<file path="src/rtl/div_pkg.sv">
package div_pkg;
  typedef enum logic [1:0] {
    ST_IDLE = 2'd0,
    ST_RUN  = 2'd1,
    ST_FIX  = 2'd2,
    ST_ZERO = 2'd3
  } div_state_e;
endpackage

</file>
<file path="src/rtl/nrdiv_ctrl.sv">
module nrdiv_ctrl
  import div_pkg::*;
#(
  parameter int W = 8
) (
  input  logic clk,
  input  logic rst_n,
  input  logic start,
  input  logic dvs_zero,
  output logic accept,
  output logic step_en,
  output logic fix_en,
  output logic zero_en,
  output logic busy,
  output logic done
);
  localparam int CW = $clog2(W + 1);
  localparam logic [CW-1:0] LAST = CW'(W - 1);

  div_state_e   state_q;
  logic [CW-1:0] iter_q;

  assign busy    = (state_q != ST_IDLE);
  assign accept  = start && (state_q == ST_IDLE);
  assign step_en = (state_q == ST_RUN);
  assign fix_en  = (state_q == ST_FIX);
  assign zero_en = (state_q == ST_ZERO);

  always_ff @(posedge clk or negedge rst_n) begin
    if (!rst_n) begin
      state_q <= ST_IDLE;
      iter_q  <= '0;
      done    <= 1'b0;
    end else begin
      done <= fix_en || zero_en;
      unique case (state_q)
        ST_IDLE: if (accept) begin
          iter_q  <= '0;
          state_q <= dvs_zero ? ST_ZERO : ST_RUN;
        end
        ST_RUN: begin
          iter_q <= iter_q + 1'b1;
          if (iter_q == LAST) state_q <= ST_FIX;
        end
        ST_FIX:  state_q <= ST_IDLE;
        ST_ZERO: state_q <= ST_IDLE;
        default: state_q <= ST_IDLE;
      endcase
    end
  end
endmodule

</file>
<file path="src/rtl/nrdiv_datapath.sv">
module nrdiv_datapath #(
  parameter int W = 8
) (
  input  logic         clk,
  input  logic         rst_n,
  input  logic         load,
  input  logic         step_en,
  input  logic         fix_en,
  input  logic         zero_en,
  input  logic [W-1:0] dvd_in,
  input  logic [W-1:0] dvs_in,
  output logic [W-1:0] m_held,
  output logic         a_neg,
  output logic [W-1:0] quo_o,
  output logic [W-1:0] rem_o,
  output logic         dz_o
);
  logic [W:0]   a_q;
  logic [W-1:0] q_q;
  logic [W-1:0] m_q;

  // One iteration: shift {A,Q} left, then add or subtract M by A's old sign.
  function automatic logic [W:0] next_a(input logic [W:0] a,
                                        input logic [W-1:0] q,
                                        input logic [W-1:0] m);
    logic [W:0] sh;
    sh = {a[W-1:0], q[W-1]};
    return a[W] ? (sh + {1'b0, m}) : (sh - {1'b0, m});
  endfunction

  function automatic logic [W-1:0] next_q(input logic [W-1:0] q,
                                          input logic [W:0] a_new);
    return {q[W-2:0], ~a_new[W]};
  endfunction

  // Final correction: add M once when the partial remainder is negative.
  function automatic logic [W:0] fix_a(input logic [W:0] a,
                                       input logic [W-1:0] m);
    return a[W] ? (a + {1'b0, m}) : a;
  endfunction

  logic [W:0] a_step;
  logic [W:0] a_fixed;

  assign a_step  = next_a(a_q, q_q, m_q);
  assign a_fixed = fix_a(a_q, m_q);
  assign m_held  = m_q;
  assign a_neg   = a_q[W];

  always_ff @(posedge clk or negedge rst_n) begin
    if (!rst_n) begin
      a_q   <= '0;
      q_q   <= '0;
      m_q   <= '0;
      quo_o <= '0;
      rem_o <= '0;
      dz_o  <= 1'b0;
    end else begin
      if (load) begin
        a_q <= '0;
        q_q <= dvd_in;
        m_q <= dvs_in;
      end else if (step_en) begin
        a_q <= a_step;
        q_q <= next_q(q_q, a_step);
      end
      if (fix_en) begin
        quo_o <= q_q;
        rem_o <= a_fixed[W-1:0];
        dz_o  <= 1'b0;
      end else if (zero_en) begin
        quo_o <= '1;
        rem_o <= q_q;
        dz_o  <= 1'b1;
      end
    end
  end
endmodule

</file>
<file path="src/rtl/seq_nr_divider.sv">
module seq_nr_divider #(
  parameter int W = 8
) (
  input  logic         clk,
  input  logic         rst_n,
  input  logic         start,
  input  logic [W-1:0] dividend,
  input  logic [W-1:0] divisor,
  output logic         busy,
  output logic         done,
  output logic [W-1:0] quotient,
  output logic [W-1:0] remainder,
  output logic         div_by_zero
);
  logic         accept;
  logic         step_en;
  logic         fix_en;
  logic         zero_en;
  logic         a_neg;
  logic [W-1:0] m_held;

  nrdiv_ctrl #(.W(W)) u_ctrl (
    .clk      (clk),
    .rst_n    (rst_n),
    .start    (start),
    .dvs_zero (divisor == '0),
    .accept   (accept),
    .step_en  (step_en),
    .fix_en   (fix_en),
    .zero_en  (zero_en),
    .busy     (busy),
    .done     (done)
  );

  nrdiv_datapath #(.W(W)) u_dp (
    .clk     (clk),
    .rst_n   (rst_n),
    .load    (accept),
    .step_en (step_en),
    .fix_en  (fix_en),
    .zero_en (zero_en),
    .dvd_in  (dividend),
    .dvs_in  (divisor),
    .m_held  (m_held),
    .a_neg   (a_neg),
    .quo_o   (quotient),
    .rem_o   (remainder),
    .dz_o    (div_by_zero)
  );
endmodule

</file>
<file path="config.mk">
export PLATFORM = sky130hd
export DESIGN_NAME = seq_nr_divider
export DESIGN_NICKNAME = d
export VERILOG_FILES = /design/src/rtl/div_pkg.sv /design/src/rtl/nrdiv_ctrl.sv /design/src/rtl/nrdiv_datapath.sv /design/src/rtl/seq_nr_divider.sv
export SDC_FILE = /design/constraint.sdc
export NUM_CORES = 1
export LEC_CHECK = 0
export BUFFER_PORTS_ARGS = -buffer_cell sky130_fd_sc_hd__buf_4
export CORE_ASPECT_RATIO = 0.75
export CORE_MARGIN = 5
export CORE_UTILIZATION = 51
export DETAILED_ROUTE_END_ITERATION = 16
export PLACE_DENSITY = 0.72
export SYNTH_ARGS = -nofsm -noshare
export SYNTH_HDL_FRONTEND = slang
export SYNTH_SLANG_ARGS = --single-unit
export TNS_END_PERCENT = 5
</file>
<file path="constraint.sdc">
create_clock -name clk -period 7.4 [get_ports clk]
set_input_delay 1.48 -clock clk [delete_from_list [all_inputs] [get_ports clk]]
set_output_delay 1.48 -clock clk [all_outputs]
set_load 0.005 [all_outputs]
</file>
=== Word level (Yosys, flattened, before mapping) ===
Index checks and enable logic that the tools add are counted.

* Input bits: 19
* Word-level logic and storage cells: 49
* Register bits after elaboration: 49
* Output and inout port bits: 19

* Equal/unequal tests: 6
* Reduce and logical (&&, ||, !) cells: 11
* Add/subtract/negate cells: 4
* Muxes and demuxes: 18
* Bitwise operators: 1

{| class="wikitable"
|+ Operators by type and width
! cell !! count
|-
| two-way mux 8 bit || 7
|-
| two-way mux 9 bit || 3
|-
| adder 9 x 8 -> 9 bit || 1
|-
| subtractor 9 x 8 -> 9 bit || 1
|-
| adder 8 bit || 1
|-
| zero test 8 bit || 1
|-
| one-hot mux 4 bit (2 select lines) || 1
|-
| nonzero test 2 bit || 4
|-
| two-way mux 2 bit || 3
|-
| one-hot mux 2 bit (3 select lines) || 1
|-
| adder 4 x 1 -> 4 bit (second input constant) || 1
|-
| == test 2 bit (second input constant) || 2
|-
| == test 4 x 3 -> 1 bit (second input constant) || 1
|-
| two-way mux 4 bit || 1
|-
| AND reduction 2 bit || 2
|-
| == test 2 x 1 -> 1 bit (second input constant) || 1
|-
| zero test 2 bit || 1
|-
| two-way mux 1 bit || 2
|-
| != test 2 x 1 -> 1 bit (second input constant) || 1
|-
| != test 2 bit (second input constant) || 1
|-
| OR reduction 2 bit || 1
|-
| logical AND 1 bit || 1
|-
| logical OR 1 bit || 1
|-
| inverter 1 bit || 1
|}

=== Depth between registers and ports, before layout ===
* Depth after elaboration: 5
* Mapped depth: 10
* Mapped depth without buffers: 10

=== Cells and area by module ===
From an unflattened synthesis, not the netlist that was laid out.

* Cell total of the unflattened synthesis: 319
* Area total of the unflattened synthesis: 2989.1 um^2

{| class="wikitable"
|+ By module, submodules not included
! module !! sequential area each (um^2) !! cells each !! instances !! area each (um^2)
|-
| nrdiv_datapath || 1051.0 || 285 || 1 || 2651.3
|-
| nrdiv_ctrl || 175.2 || 31 || 1 || 319.1
|-
| seq_nr_divider || 0.0 || 3 || 1 || 18.8
|}

=== Worst setup path before layout ===
No wires, ideal clock.

* Kind: register to register
* From: register u_dp.a_q[8]
* To: register u_dp.a_q[5]
* Arrival time: 2.548 ns
* Data required time: 7.331 ns
* Period minus slack after synthesis: 2.617 ns
* Cell stages (with the launch flop): 10
* Buffers on the path: 2
* Slack: 4.783 ns
* Library setup time: 0.069 ns
* Path through: dfrtp_1 -> clkbuf_1 -> clkbuf_1 -> mux2_2 -> ha_1 -> a21o_1 -> a21o_1 -> a21oi_1 -> or4b_2 -> nand3_1

* Longest elaborated chain between the ends: 3

{| class="wikitable"
|+ RTL lines
! item !! RTL line !! source
|-
| start, declared || nrdiv_datapath.sv:18 || <nowiki>logic [W:0] a_q;</nowiki>
|-
| start signal, assigned || nrdiv_datapath.sv:64 || <nowiki>a_q <= a_step;</nowiki>
|-
| two-way mux 9 bit || nrdiv_datapath.sv:28 || <nowiki>return a[W] ? (sh + {1'b0, m}) : (sh - {1'b0, m});</nowiki>
|-
| two-way mux 9 bit || nrdiv_datapath.sv:63 || <nowiki>end else if (step_en) begin</nowiki>
|-
| two-way mux 9 bit || nrdiv_datapath.sv:59 || <nowiki>if (load) begin</nowiki>
|}

Every way passes these cells. The select of a mux whose other input is x is not followed.
A chain may end at the register's enable or synchronous reset.

=== Worst setup path in the final report ===
* From: register u_ctrl.state_q[0]
* To: output port busy

* Longest elaborated chain between the ends: 1

{| class="wikitable"
|+ RTL lines
! item !! RTL line !! source
|-
| start, declared || nrdiv_ctrl.sv:20 || <nowiki>div_state_e state_q;</nowiki>
|-
| start signal, assigned || nrdiv_ctrl.sv:39 || <nowiki>state_q <= dvs_zero ? ST_ZERO : ST_RUN;</nowiki>
|-
| nonzero test 2 bit || nrdiv_ctrl.sv:23 || <nowiki>assign busy = (state_q != ST_IDLE);</nowiki>
|-
| end, declared || seq_nr_divider.sv:9 || <nowiki>output logic busy,</nowiki>
|}

Every way passes these cells.

==> impl_metrics.py <==
metrics = {
    "routing": {
        "avgViaCountPerCell": 5.85,
        "drcViolationCount": 0,
        "detail_route.first_pass.iterations": 5,
        "postRouteAntennaNets": 0,
        "dr_total_vias": 2397,
        "drt_iter0_markers": 161,
        "detail_route.wirelength_um": 6680,
        "wl_per_cell_um": 16.3,
    },
    "sta": {
        "max_freq_mhz": 330,
        "period_minus_slack_ns": 3.03,
        "rsz0062_at_grt": "false",
        "tightest_slew_ns": 0.715,
        "finalMaxSlewViolations": 0,
        "report.final.setup_viol": 0,
        "hold_viol": 0,
        "fin_skew_ns": 0.00440,
        "post-route-period-util_pct": 40.9,
        "relSlewSlack_pct": 52.2,
        "final_layout_setup_total_negative_slack_ns": 0,
    },
    "logic_synthesis": {
        "share_of_synthesized_area_occupied_by_flip_flops_and_latches_pct": 43.5,
        "post_synth_inst_count": 301,
        "commonest_cells_in_the_netlist": "53 x nand2_1, 49 x dfrtp_1, 18 x o21ai_0",
        "yosys.area.top_type": "dfrtp_1",
        "yosysUniqueCellTypes": 50,
        "synth_nets": 339,
        "synth-seq-cells": 49,
        "netlist_area_um2": 2820,
        "syn-mean-instance-area_um2": 9.37,
        "synth_edf_count": 0,
        "share_of_async_settable_or_async_resettable_flops_after_synthesis_pct": 100,
        "synth_largest_type_area_fraction_pct": 43.5,
        "synth.most_common_cell": "nand2_1",
        "yosys-top-cells-area": "dfrtp_1 43%, ha_1 7.5%, nand2_1 7.1%",
        "ys_warn_count": 0,
        "synth_top_flop_cell": "dfrtp_1",
    },
    "final_layout": {
        "syn2layout_area_growth_pct": 15.3,
        "drive_gt1_share_pct": 17.0,
        "final.fill_count": 493,
        "antennaDiodeCount": 0,
        "fin_nets": 372,
        "layoutNonFillerInstCount": 410,
    },
    "power_and_ir_drop": {
        "vdd.ir_drop.worst_mv": 0.252,
        "power.switching_fraction_pct": 45.6,
        "power.leakage_nw": 1.47,
        "combinationalPowerShare_pct": 60.1,
        "powerDensity_nw_per_um2": 549,
        "clock_power_share_pct": 9.0,
        "switchingPower_w": 0.000814,
        "p_seq_share_pct": 31.0,
        "internal_power_w": 0.000973,
    },
    "placement": {
        "numPlacedInstances": 402,
        "io_buffer_count": 37,
        "detailedPlacementHpwl_um": 4860,
        "place.gp.congestion": 0.901,
    },
    "critical_path": {
        "reg2reg_slack_ns": 4.59,
        "cpMaxStageDelayCell": "dfrtp_1",
        "timing_worst_setup_path_type": "reg -> out",
        "worst-endpoint-arrival_ns": 1.55,
        "worstPathMaxFanout": 21,
        "crit_buf_inv": 2,
        "cp_cell_sequence": "inv_1, nand2_1, buf_4",
        "sort_of_element_at_the_end_of_the_critical_path": "output port",
        "kind_of_cell_with_the_highest_combined_delay_on_the_critical_path": "flip-flops",
        "timing.critical_path.slowest_cell_delay_ns": 0.76,
        "kind_of_launch_point_of_the_worst_setup_path": "register",
        "worst_ep_required_time_ns": 5.92,
    },
    "grt": {
        "global_route_usage_sum_pct": 20.0,
        "grt_first_pass_wirelength_um": 11000,
        "grt_antenna_before_repair": 0,
        "via_count_of_the_first_global_routing_pass": 2215,
        "global_route.overflow_total": 0,
        "pin_count_of_the_biggest_net_entering_global_routing": 50,
    },
    "cts": {
        "tritoncts": "yes",
        "ctsHtreeMaxLevel": 2,
        "postCtsSetupBuffers": 0,
        "number_of_buffers_inserted_during_clock_tree_synthesis": 5,
        "cts.reportedPaths.clkPinSlew_ns": 0.09,
        "clock-root-buffer": "clkbuf_8",
        "postCtsHoldBufs": 0,
        "postCtsResizedCells": 0,
        "worst_skew_pair_latency_ns": 0.30,
        "clk_path_buf_depth": 2,
        "clock_sinks": 49,
    },
    "job": {
        "max_cap_violations": 0,
    },
    "die": {
        "number_of_top_level_pins": 38,
        "full_die_area_um2": 7130,
        "start_util_pct": 52.7,
        "core_um2": 5350,
        "die_ht_um": 74.4,
        "fp-row-count": 23,
        "floorplan.die.width_um": 95.8,
    },
    "status": {
        "outcome": "complete, no violations",
    },
    "hold_path": {
        "worstHoldPathType": "reg -> reg",
    },
}
-- final timing paths --
| check | from | cells after the start | to |
|---|---|---|---|
| hold / removal | u_dp.rem_o[4]$_DFFE_PN0P_ | 1 | u_dp.rem_o[4]$_DFFE_PN0P_ |
| setup reg to reg | u_dp.m_held[4]$_DFFE_PN0P_ | 9 | u_dp.q_q[0]$_DFFE_PN0P_ |
| max in group asynchronous | rst_n | 1 | u_dp.m_held[3]$_DFFE_PN0P_ |
| hold reg to reg | u_dp.rem_o[4]$_DFFE_PN0P_ | 1 | u_dp.rem_o[4]$_DFFE_PN0P_ |
| setup / recovery | u_ctrl.state_q[0]$_DFFE_PN0P_ | 3 | busy |
| min in group asynchronous | rst_n | 1 | u_dp.a_q[4]$_DFFE_PN0P_ |
-- power groups by stage --
stage               Sequential, W  Combinational [W]  Clock, W
floorplan                0.000497           0.000832         0
finish                   0.000553            0.00107  0.000160
detailed placement       0.000558            0.00107         0
global placement         0.000555            0.00104         0
CTS                      0.000553            0.00107  0.000163
global route             0.000574            0.00122  0.000175
-- layout by cell type, fill, tap and decap left out, types with 2 or more instances in the layout --
| cell | instances |
|---|---|
| a21oi_1 | 13 |
| nor2_1 | 15 |
| nor4_1 | 3 |
| o31a_1 | 2 |
| fa_1 | 2 |
| a21o_1 | 6 |
| nor2b_1 | 3 |
| a22oi_1 | 6 |
| o21a_1 | 3 |
| mux2_2 | 4 |
| clkinvlp_4 | 2 |
| a211oi_1 | 5 |
| a21boi_0 | 2 |
| nor3_1 | 8 |
| buf_4 | 40 |
| dfrtp_1 | 49 |
| o21ai_0 | 18 |
| xor2_1 | 8 |
| nand2_1 | 53 |
| ha_1 | 17 |
| xnor2_1 | 6 |
| nor3b_1 | 2 |
| o22a_1 | 8 |
| a31oi_1 | 2 |
| a221oi_1 | 2 |
| clkbuf_8 | 5 |
| o211ai_1 | 2 |
| o31ai_1 | 3 |
| nand3_1 | 13 |
| inv_1 | 8 |
| nand4_1 | 3 |
-- layout make-up --
cell class / count / area, um^2 / share of cell area, %
Tap cell: 75 / 93.8 / 2.89
Inverter: 9 / 33.8 / 1.04
Clock buffer: 6 / 72.6 / 2.23
Clock inverter: 2 / 15.0 / 0.462
Timing Repair Buffer: 40 / 300 / 9.24
Sequential cell: 49 / 1230 / 37.7
Multi-Input combinational cell: 229 / 1510 / 46.4
-- cells by family (layout without fill, tap and decap cells) --
logic type               Yosys count  count (layout)  synth area share [%]
adder cells (fa/ha/maj)           19              19                  8.97
flip-flops                        49              49                  43.5
AND/OR/NAND/NOR                  109             109                  18.0
buffers and inverters             23              57                  3.15
multiplexers                       5               5                  1.95
AO/OA/AOI/OAI                     82              82                  20.1
XOR/XNOR                          14              14                  4.35
-- through the flow --
stage | hold slack (ns) | cell area [um^2] | util [%] | setup slack (ns) | total power, W
CTS | 0.500 | 3250 | 60.7 | 4.38 | 0.00179
floorplan | 0.458 | 2820 | - | 4.78 | 0.00133
finish | 0.504 | 3250 | 60.7 | 4.37 | 0.00179
detailed placement | 0.480 | 3160 | 59.1 | 4.62 | 0.00163
global placement | 0.469 | 3160 | 59.1 | 4.68 | 0.00160
global route | 0.537 | 3250 | 60.7 | 4.24 | 0.00197
-- routing by layer --
layer	GRT usage, %	share of wire [%]	vias up
li1	-	-	1155
met5	0	0	-
met3	3.74	7.5	7
met4	3.79	0.81	0
met1	31.2	48	1149
met2	29.0	43	86
-- state kept, by name, summed over array words and instances, names as in the netlist, 2 cells and up --
register        cells
u_ctrl.iter_q       4
u_ctrl.state_q      2
u_dp.a_q            9
u_dp.m_held         8
u_dp.q_q            8
u_dp.quo_o          8
u_dp.rem_o          8
(Power assumes the default switching activity.)
